==> src/rtl/rfsh_pkg.sv <==
package rfsh_pkg;

    // Whole clock cycles covering a time in ns, rounded up.
    function automatic int ns_to_cycles(input int ns, input int clk_ps);
        return (ns * 1000 + clk_ps - 1) / clk_ps;
    endfunction

    function automatic int max_of(input int a, input int b);
        return (a > b) ? a : b;
    endfunction

endpackage

==> src/rtl/rfsh_interval_timer.sv <==
module rfsh_interval_timer #(
    parameter int NORM_CYC = 1950,
    parameter int HOT_CYC  = 975
) (
    input  logic clk,
    input  logic rst_n,
    input  logic hot_sel,
    output logic tick
);
    localparam int CW = $clog2(rfsh_pkg::max_of(NORM_CYC, HOT_CYC) + 1);

    typedef struct packed {
        logic [CW-1:0] cnt;
    } tmr_t;

    tmr_t          tmr_d, tmr_q;
    logic [CW-1:0] lim_m1;

    always_comb begin
        lim_m1 = hot_sel ? CW'(HOT_CYC - 1) : CW'(NORM_CYC - 1);
        tmr_d  = tmr_q;
        tick   = 1'b0;
        if (tmr_q.cnt >= lim_m1) begin
            tick      = 1'b1;
            tmr_d.cnt = '0;
        end else begin
            tmr_d.cnt = tmr_q.cnt + CW'(1);
        end
    end

    always_ff @(posedge clk) begin
        if (!rst_n) tmr_q <= '0;
        else        tmr_q <= tmr_d;
    end

    // obligations never come on consecutive edges.
    p_tick_spacing_r3: assert property (@(posedge clk) disable iff (!rst_n)
        tick |=> !tick);
    // the elapsed count stays below the longer period.
    p_cnt_range_r2: assert property (@(posedge clk) disable iff (!rst_n)
        tmr_q.cnt < CW'(rfsh_pkg::max_of(NORM_CYC, HOT_CYC)));

endmodule

==> src/rtl/rfsh_debt_ctr.sv <==
module rfsh_debt_ctr #(
    parameter  int MAX_DEBT = 8,
    localparam int DW       = $clog2(MAX_DEBT + 1)
) (
    input  logic          clk,
    input  logic          rst_n,
    input  logic          inc,
    input  logic          dec,
    output logic [DW-1:0] debt
);
    typedef struct packed {
        logic [DW-1:0] debt;
    } debt_t;

    debt_t debt_d, debt_q;

    always_comb begin
        debt_d = debt_q;
        unique case ({inc, dec})
            2'b10: if (debt_q.debt != DW'(MAX_DEBT)) debt_d.debt = debt_q.debt + DW'(1);
            2'b01: if (debt_q.debt != '0)            debt_d.debt = debt_q.debt - DW'(1);
            default: debt_d = debt_q;
        endcase
    end

    always_ff @(posedge clk) begin
        if (!rst_n) debt_q <= '0;
        else        debt_q <= debt_d;
    end

    assign debt = debt_q.debt;

    p_bound_r9: assert property (@(posedge clk) disable iff (!rst_n)
        debt_q.debt <= DW'(MAX_DEBT));
    p_saturate_r6: assert property (@(posedge clk) disable iff (!rst_n)
        (debt_q.debt == DW'(MAX_DEBT) && inc && !dec) |=> debt_q.debt == DW'(MAX_DEBT));
    p_decrement_r5: assert property (@(posedge clk) disable iff (!rst_n)
        (dec && !inc && debt_q.debt != '0) |=> debt_q.debt == $past(debt_q.debt) - DW'(1));

endmodule

==> src/rtl/rfsh_window_timer.sv <==
module rfsh_window_timer #(
    parameter int LEN = 27
) (
    input  logic clk,
    input  logic rst_n,
    input  logic load,
    output logic active
);
    localparam int WW = $clog2(LEN + 1);

    typedef struct packed {
        logic [WW-1:0] left;
    } win_t;

    win_t win_d, win_q;

    always_comb begin
        win_d = win_q;
        if (load)                win_d.left = WW'(LEN);
        else if (win_q.left != '0) win_d.left = win_q.left - WW'(1);
    end

    always_ff @(posedge clk) begin
        if (!rst_n) win_q <= '0;
        else        win_q <= win_d;
    end

    assign active = (win_q.left != '0);

    // R7 (busy window) and R8 (exit wait): a load always opens the window.
    p_load_opens_r7: assert property (@(posedge clk) disable iff (!rst_n)
        load |=> active);

endmodule

==> src/rtl/refresh_sched.sv <==
module refresh_sched #(
    parameter  int CLK_PS        = 4000,
    parameter  int TREFI_NORM_NS = 7800,
    parameter  int TREFI_HOT_NS  = 3900,
    parameter  int TRFC_NS       = 105,
    parameter  int XSRD_CYC      = 200,
    parameter  int MAX_POSTPONE  = 8,
    localparam int DW            = $clog2(MAX_POSTPONE + 1)
) (
    input  logic          clk,
    input  logic          rst_n,
    input  logic          temp_hot,
    input  logic          rfsh_grant,
    input  logic          sref_exit,
    output logic          rfsh_req,
    output logic          rfsh_urgent,
    output logic          rfsh_busy,
    output logic          rd_allowed,
    output logic [DW-1:0] debt_cnt
);
    localparam int NORM_CYC = rfsh_pkg::ns_to_cycles(TREFI_NORM_NS, CLK_PS);
    localparam int HOT_CYC  = rfsh_pkg::ns_to_cycles(TREFI_HOT_NS, CLK_PS);
    localparam int RFC_CYC  = rfsh_pkg::ns_to_cycles(TRFC_NS, CLK_PS);

    logic tick;
    logic grant_ok;
    logic exit_wait;

    rfsh_interval_timer #(.NORM_CYC(NORM_CYC), .HOT_CYC(HOT_CYC)) i_interval (
        .clk    (clk),
        .rst_n  (rst_n),
        .hot_sel(temp_hot),
        .tick   (tick)
    );

    rfsh_debt_ctr #(.MAX_DEBT(MAX_POSTPONE)) i_debt (
        .clk  (clk),
        .rst_n(rst_n),
        .inc  (tick),
        .dec  (grant_ok),
        .debt (debt_cnt)
    );

    rfsh_window_timer #(.LEN(RFC_CYC)) i_busy (
        .clk   (clk),
        .rst_n (rst_n),
        .load  (grant_ok),
        .active(rfsh_busy)
    );

    rfsh_window_timer #(.LEN(XSRD_CYC)) i_exit (
        .clk   (clk),
        .rst_n (rst_n),
        .load  (sref_exit),
        .active(exit_wait)
    );

    always_comb begin
        rfsh_req    = (debt_cnt != '0) && !rfsh_busy;
        rfsh_urgent = (debt_cnt == DW'(MAX_POSTPONE));
        grant_ok    = rfsh_grant && rfsh_req;
        rd_allowed  = !exit_wait;
    end

    p_grant_opens_busy_r7: assert property (@(posedge clk) disable iff (!rst_n)
        (rfsh_grant && rfsh_req) |=> (rfsh_busy && !rfsh_req));
    p_busy_ignores_grant_r7: assert property (@(posedge clk) disable iff (!rst_n)
        (rfsh_busy && rfsh_grant) |=> debt_cnt >= $past(debt_cnt));
    p_exit_blocks_read_r8: assert property (@(posedge clk) disable iff (!rst_n)
        sref_exit |=> !rd_allowed);

endmodule

==> config.mk <==
export PLATFORM = sky130hd
export DESIGN_NAME = refresh_sched
export DESIGN_NICKNAME = d
export VERILOG_FILES = /design/src/rtl/rfsh_pkg.sv /design/src/rtl/rfsh_interval_timer.sv /design/src/rtl/rfsh_debt_ctr.sv /design/src/rtl/rfsh_window_timer.sv /design/src/rtl/refresh_sched.sv
export SDC_FILE = /design/constraint.sdc
export NUM_CORES = 1
export LEC_CHECK = 0
export BUFFER_PORTS_ARGS = -buffer_cell sky130_fd_sc_hd__buf_2
export CAP_MARGIN = 20
export CORE_AREA = 2 2 62 64
export DETAILED_ROUTE_END_ITERATION = 10
export DIE_AREA = 0 0 64 66
export SETUP_SLACK_MARGIN = 0.15
export SKIP_CTS_REPAIR_TIMING = 1
export SLEW_MARGIN = 25
export SYNTH_ARGS = -nofsm -noshare
export SYNTH_HDL_FRONTEND = slang
export SYNTH_HIERARCHICAL = 1
export SYNTH_SLANG_ARGS = --single-unit
==> constraint.sdc <==
create_clock -name clk -period 7.99 [get_ports clk]
set_input_delay 0.3995 -clock clk [delete_from_list [all_inputs] [get_ports clk]]
set_output_delay 0.3995 -clock clk [all_outputs]
set_load 0.005 [all_outputs]
======== Yosys cells after proc, flatten, opt, wreduce, memory -nomap -nowiden ========
Cells that the tools add are included.
W data, S select, Z words.
operators by class
  bitwise operators ....................... 1
  add/sub/neg operators ................... 5
  multiply operators ...................... 0
  muxes and demuxes ....................... 9
  equality and inequality tests ........... 6
  divide/modulo/power cells ............... 0
  order comparisons ....................... 1
  reductions and logical operators ........ 14
  shift-type cells ........................ 0
operator list
  operator                 number
  $mux W8                  2
  $add A11 B1 Y11 const B  1
  $ge A11 B11 Y1           1
  $mux W11                 1
  $mux W5                  2
  $mux W4                  2
  $pmux W4 S2              1
  $reduce_bool A8 Y1       1
  $sub A8 B1 Y8 const B    1
  $reduce_bool A2 Y1       3
  $reduce_or A2 Y1         3
  $reduce_bool A5 Y1       1
  $sub A5 B1 Y5 const B    1
  $add A4 B1 Y4 const B    1
  $eq A4 B4 Y1 const B     1
  $ne A4 B4 Y1 const B     1
  $reduce_bool A4 Y1       1
  $sub A4 B1 Y4 const B    1
  $reduce_and A3 Y1        1
  $eq A2 B1 Y1 const B     1
  $eq A2 B2 Y1 const B     1
  $logic_and A1 B1 Y1      2
  $logic_not A1 Y1         2
  $ne A2 B1 Y1 const B     1
  3 further kinds          3
storage, ports and cells
  RAM bits ................................ 0
  logic and storage cells ................. 42
  latch bits .............................. 0
  memory bits (read-only) ................. 0
  memories ................................ 0
  bits of input ports ..................... 5
  output and inout bits ................... 8
  flip-flop bits (word level) ............. 28

======== Depth between registers and ports, before layout ========
  depth in word-level cells ............... 7
  gate-level depth with buffers ........... 14
  mapped depth without buffers ............ 12

======== Hierarchy ========
The synthesis kept the hierarchy.
by module, submodules not included
  module                      cells an instance  times used  seq. area each (sq um)  area each (sq um)
  rfsh_interval_timer         69                 1           220.2                   631.9
  rfsh_window_timer (i_exit)  45                 1           160.2                   435.4
  rfsh_debt_ctr               32                 1           80.1                    275.3
  rfsh_window_timer (i_busy)  25                 1           100.1                   256.5
  refresh_sched               5                  1           0.0                     36.3

======== Worst setup path after synthesis ========
No wires, ideal clock.
  path type ............................... register to register
  start ................................... register i_busy/win_q[0] (netlist bit)
  end ..................................... register i_debt.debt_q (netlist bit i_debt/debt[2])
  data required time ...................... 7898 ps
  path buffers ............................ 1
  setup slack ............................. 4945 ps
  cell stages (with the launch flop) ...... 12
  arrival time ............................ 2953 ps
  period minus slack after synthesis ...... 3045 ps
  library setup time ...................... 92 ps
  cell sequence ........................... dfxtp_1 > inv_1 > ha_1 > or4b_4 > buf_6 > nor3b_1 > or2b_1 > xnor2_1 > ha_1 > nor4b_1 > o32ai_1 > o32ai_1
on the way
  word-level cells in the longest chain between the ends .. 7
  elaborated cells between the ends (all ways) .. 11
  those cells by class .................... 4 x eq/ne; 1 x mux; 6 x reduce/logical
ends and longest elaborated chain
  item                                                   RTL line                 source
  start: declaration                                     rfsh_window_timer.sv:15  win_t win_d, win_q;
  start signal: assignment                               rfsh_window_timer.sv:25  else win_q <= win_d;
  $reduce_bool A5 Y1 (*)                                 rfsh_window_timer.sv:28  assign active = (win_q.left != '0);
  named net rfsh_busy                                    refresh_sched.sv:17      output logic rfsh_busy,
  $logic_not A1 Y1 (*)                                   refresh_sched.sv:59      rfsh_req = (debt_cnt != '0) && !rfsh_busy;
  $logic_and A1 B1 Y1 (*)                                refresh_sched.sv:59
  $logic_and A1 B1 Y1 (*)                                refresh_sched.sv:61      grant_ok = rfsh_grant && rfsh_req;
  named net grant_ok                                     refresh_sched.sv:26      logic grant_ok;
  $eq A2 B2 Y1 / $eq A2 B1 Y1 (equally long branches)    rfsh_debt_ctr.sv:19      unique case ({inc, dec})
  $ne A2 B1 Y1 (no source line) (tied with other cells)  -
  $reduce_and A3 Y1 (no source line)                     -
  end signal: assignment                                 rfsh_debt_ctr.sv:28      else debt_q <= debt_d;
  end: declaration                                       rfsh_debt_ctr.sv:15      debt_t debt_d, debt_q;
Mark *: on every way through the listed nets, which the timed path passes. The rest lies on a longest branch.
A chain may end at the register's enable or synchronous reset.

======== Worst setup path in the final report ========
  start ................................... register i_interval/tmr_q[0] (netlist bit)
  end ..................................... register i_debt.debt_q (netlist bit i_debt/debt[2])
on the way
  word-level cells in the longest chain between the ends .. 5
  elaborated cells between the ends (all ways) .. 9
  those cells by class .................... 1 x order compare; 4 x eq/ne; 2 x mux; 2 x reduce/logical
ends and longest elaborated chain
  item                                                   RTL line                   source
  start: declaration                                     rfsh_interval_timer.sv:16  tmr_t tmr_d, tmr_q;
  start signal: assignment                               rfsh_interval_timer.sv:33  else tmr_q <= tmr_d;
  $ge A11 B11 Y1 (*)                                     rfsh_interval_timer.sv:23  if (tmr_q.cnt >= lim_m1) begin
  $mux W1 (*)                                            rfsh_interval_timer.sv:23
  named net tick                                         refresh_sched.sv:25        logic tick;
  $eq A2 B2 Y1 / $eq A2 B1 Y1 (equally long branches)    rfsh_debt_ctr.sv:19
  $ne A2 B1 Y1 (no source line) (tied with other cells)  -
  $reduce_and A3 Y1 (no source line)                     -
Marked as above.

==> summary.md <==
| Metric | Value |
|---|---|
| Flop pwr share | 50.4% |
| Vias in the first global route | about 1,200 |
| Initial Util | a little under half |
| FFs w/ async S/R, synth | 0% |
| Clk pwr share | between 15 and 20% |
| Area share of the largest cell type after synthesis | about a third |
| Most frequent cells in the layout | 28 x dfxtp_1, 17 x inv_1, 12 x a211oi_1, 12 x buf_2 |
| Post-Synthesis Mean Instance Area | between 9 and 10 um2 |
| Vias post-DR | roughly 1,300 |
| Synth area leader | dfxtp_1 |
| Final-stage net count | between 200 and 250 |
| Worst R2R End | i_debt/debt[2] |
| Latest clock arrival within the worst-skew pair | 0.32 ns |
| Total CTS buffers | 3 |
| Peak supply drop | 113 uV |
| Top routing layer in use | met4 |
| First-pass GRT wire length | 5470 um |
| Num rows | 22 |
| Slew @ Worst Pin | 0.875 ns |
| Worst R2R Start | i_interval/tmr_q[0] |
| Port buffer count | 12 |
| Sw power | about 110 uW |
| Unrepaired setup endpoints after global routing | false |
| Synth-to-layout area growth | 7.73% |
| Pins over their slew limit | 0 |
| Met1 WL | 1480 um |
| Worst Reg-to-Reg Cells | 12 |
| Gr ovfl total | 0 |
| # placed instances | 230 |
| Tmin final | 3.15 ns |
| Worst Path Arrival | between 3 and 4 ns |
| Comb power frac | 29.7% |
| Clock buffer depth | 2 |
| P_int | ~230 uW |
| Initial DRC count | 37 |
| Via density per instance | about 5.5 |
| Worst Clk Skew | around 0.0016 ns |
| Pre-antenna DRT Iters | 4 |
| CTS tree | yes |
| Total routed wirelength | slightly above 3000 um |
| Clock root cell | clkbuf_4 |
| Post-DRT Antenna Nets | 0 |
| Lkg Pwr | a little under 0.7 nW |
| Core ar. | ~0.0036 mm2 |
| Clock transition at the registers of the reported paths | between 0.1 and 0.15 ns |
| Synth warn | 6 |
| Setup slack, reg-to-reg | ~4.8 ns |
| Layout cells sized above 1 | between 15 and 20% |
| Synth Cell Area | between 0.0015 and 0.002 mm2 |
| Max_cap viols | 0 |
| Crit end category | register |
| Most common cell after layout, fill and taps aside | dfxtp_1 |
| CP Max Fanout | 12 |
| FF+latch count, synth | 28 |
| Fmax | about 0.32 GHz |
| Overall Global Routing Usage | between 15 and 20% |
| Critical Path RT | about 8 ns |
| Crit share post-route | about two fifths |
| Ys flop type | dfxtp_1 |
| Diode count | 0 |
| Ports | 13 |
| Critical Path Max Stage Delay | around 0.72 ns |
| Num Clock Sinks | 28 |
| Post-synth cell types | 50 |
| Sw Ratio | 31.3% |
| Largest net degree at the start of global routing | 16 |
| Die ar. | about 0.0042 mm2 |
| Final count of negative-setup-slack endpoints | 0 |
| Worst setup SP type | register |
| Setup TNS | 0 ns |
| DRC viols | 0 |
| Status | finished, final reports clean |
| WL met2 | 1440 um |
| Sequential share of the synthesized area | about a third |
| Die Wd | between 60 and 70 um |
| PD cells | slightly below 200 mW/mm2 |
| Largest cells by area after synthesis | dfxtp_1 34%, ha_1 7.7%, a211oi_1 5.5% |
| DP Wirelength | roughly 2300 um |
| HP Start | sref_exit |
| Cells after Synth | 176 |
| Rel. slew slack | 41.6% |
| Final core occ | between 40% and 50% |
| Layout Cells excl Fill | between 200 and 250 |
| Hold crit path type | in2reg |
| Met3 wire len | about 110 um |
| H-tree levels | 1 |
| Slowest cell on crit path | o311ai_2 |
| Final hold violation count | 0 |
| Routed WL per cell | ~13 um |
| Hold Path Sink | i_exit/win_q[6] |
| Hold path depth | 2 |
| Initial antenna violation count | 0 |
| Syn Nets | ~190 |
| Worst-path cell chain | inv_1 > ha_1 > nand2b_1 > a21oi_1 > o311ai_2 > a21o_1 > or2b_1 > xnor2_1 > ha_1 > nor4b_1 > o32ai_1 > o32ai_1 |
| Height of the die | about 66 um |
| Post-synth EDFFs | 0 |
| Final Wtd Congestion | approximately 0.8 |
| Critical path class | reg2reg |
layer usage:
layer  vias up  global-route usage (%)
met3         2                    2.56
met4         0                    4.89
met2        25                    27.6
met1       601                    20.7
li1        667                       -
met5         -                       0
per-stage QoR:
step	power, mW	worst slack [ns]	instance area (um2)	hold slack [ns]
after CTS	0.345	4.55	1760	0.318
after detailed placement	0.276	4.61	1720	0.480
after global placement	0.271	4.80	1720	0.471
after global routing	0.363	4.51	1760	0.330
final	0.341	4.84	1760	0.332
after floorplan	0.262	4.94	1640	0.456
cells by family after synthesis:
logic type | count (synthesis) | share of synthesized area, %
adder cells (fa/ha/maj) | 10 | 7.65
buffers and inverters | 23 | 6.04
XOR/XNOR | 15 | 8.03
AND/OR/NAND/NOR | 54 | 21.9
AO/OA/AOI/OAI | 45 | 21.5
flip-flops | 28 | 34.3
multiplexers | 1 | 0.612
Yosys cell counts, types with 2 or more instances:
master and number:
a211oi_1 12, a21o_1 2, a21oi_1 10, clkbuf_1 2
dfxtp_1 28, ha_1 10, inv_1 17, nand2_1 9
nand2b_1 6, nand3_1 4, nand4_1 2, nor2_1 4
nor3_1 6, nor3b_1 2, nor4_1 2, nor4_2 2
nor4b_1 2, o211ai_1 3, o21a_1 2, o21ai_0 3
o31a_1 2, o31ai_1 2, o32ai_1 2, or3_1 2
or4b_4 2, xnor2_1 10, xor2_1 5
final cells by class:
class	count	area, um2
Sequential cell	28	561
Inverter	17	63.8
Tap cell	48	60.1
Timing Repair Buffer	12	60.1
Multi-Input combinational cell	125	981
Fill cell	321	1790
Clock buffer	4	36.3
worst max path at each step:
stage	start	end	cells past startpoint
after floorplan	i_busy/win_q[0]	i_debt/debt[2]	11
after detailed placement	i_busy/win_q[0]	i_debt/debt[2]	10
final	i_interval/tmr_q[0]	i_debt/debt[2]	12
after CTS	i_busy/win_q[0]	i_debt/debt[2]	10
after global routing	i_interval/tmr_q[0]	i_debt/debt[2]	12
after global placement	i_busy/win_q[0]	i_debt/debt[2]	10
worst max-delay path, delay by kind of cell, from the launching register on:
family | cells | cell delay (ns)
AO/OA/AOI/OAI | 5 | 1.41
XOR/XNOR | 1 | 0.06
adder cells (fa/ha/maj) | 2 | 0.46
buffers and inverters | 1 | 0.07
flip-flops | 1 | 0.44
AND/OR/NAND/NOR | 3 | 0.63
flip-flops by register name (all words and copies together) (netlist names):
register,count
i_busy/win_q,5
i_debt/debt,4
i_interval/tmr_q,11
i_exit/win_q,8
power by group through the flow:
stage,sequential (mW),combinational [mW],clock (mW)
after CTS,0.172,0.102,0.0715
final,0.172,0.101,0.0677
after global placement,0.174,0.0969,0
after floorplan,0.171,0.0912,0
after global routing,0.174,0.114,0.0752
after detailed placement,0.175,0.101,0
Note: power is estimated with default switching activity, not from simulation.
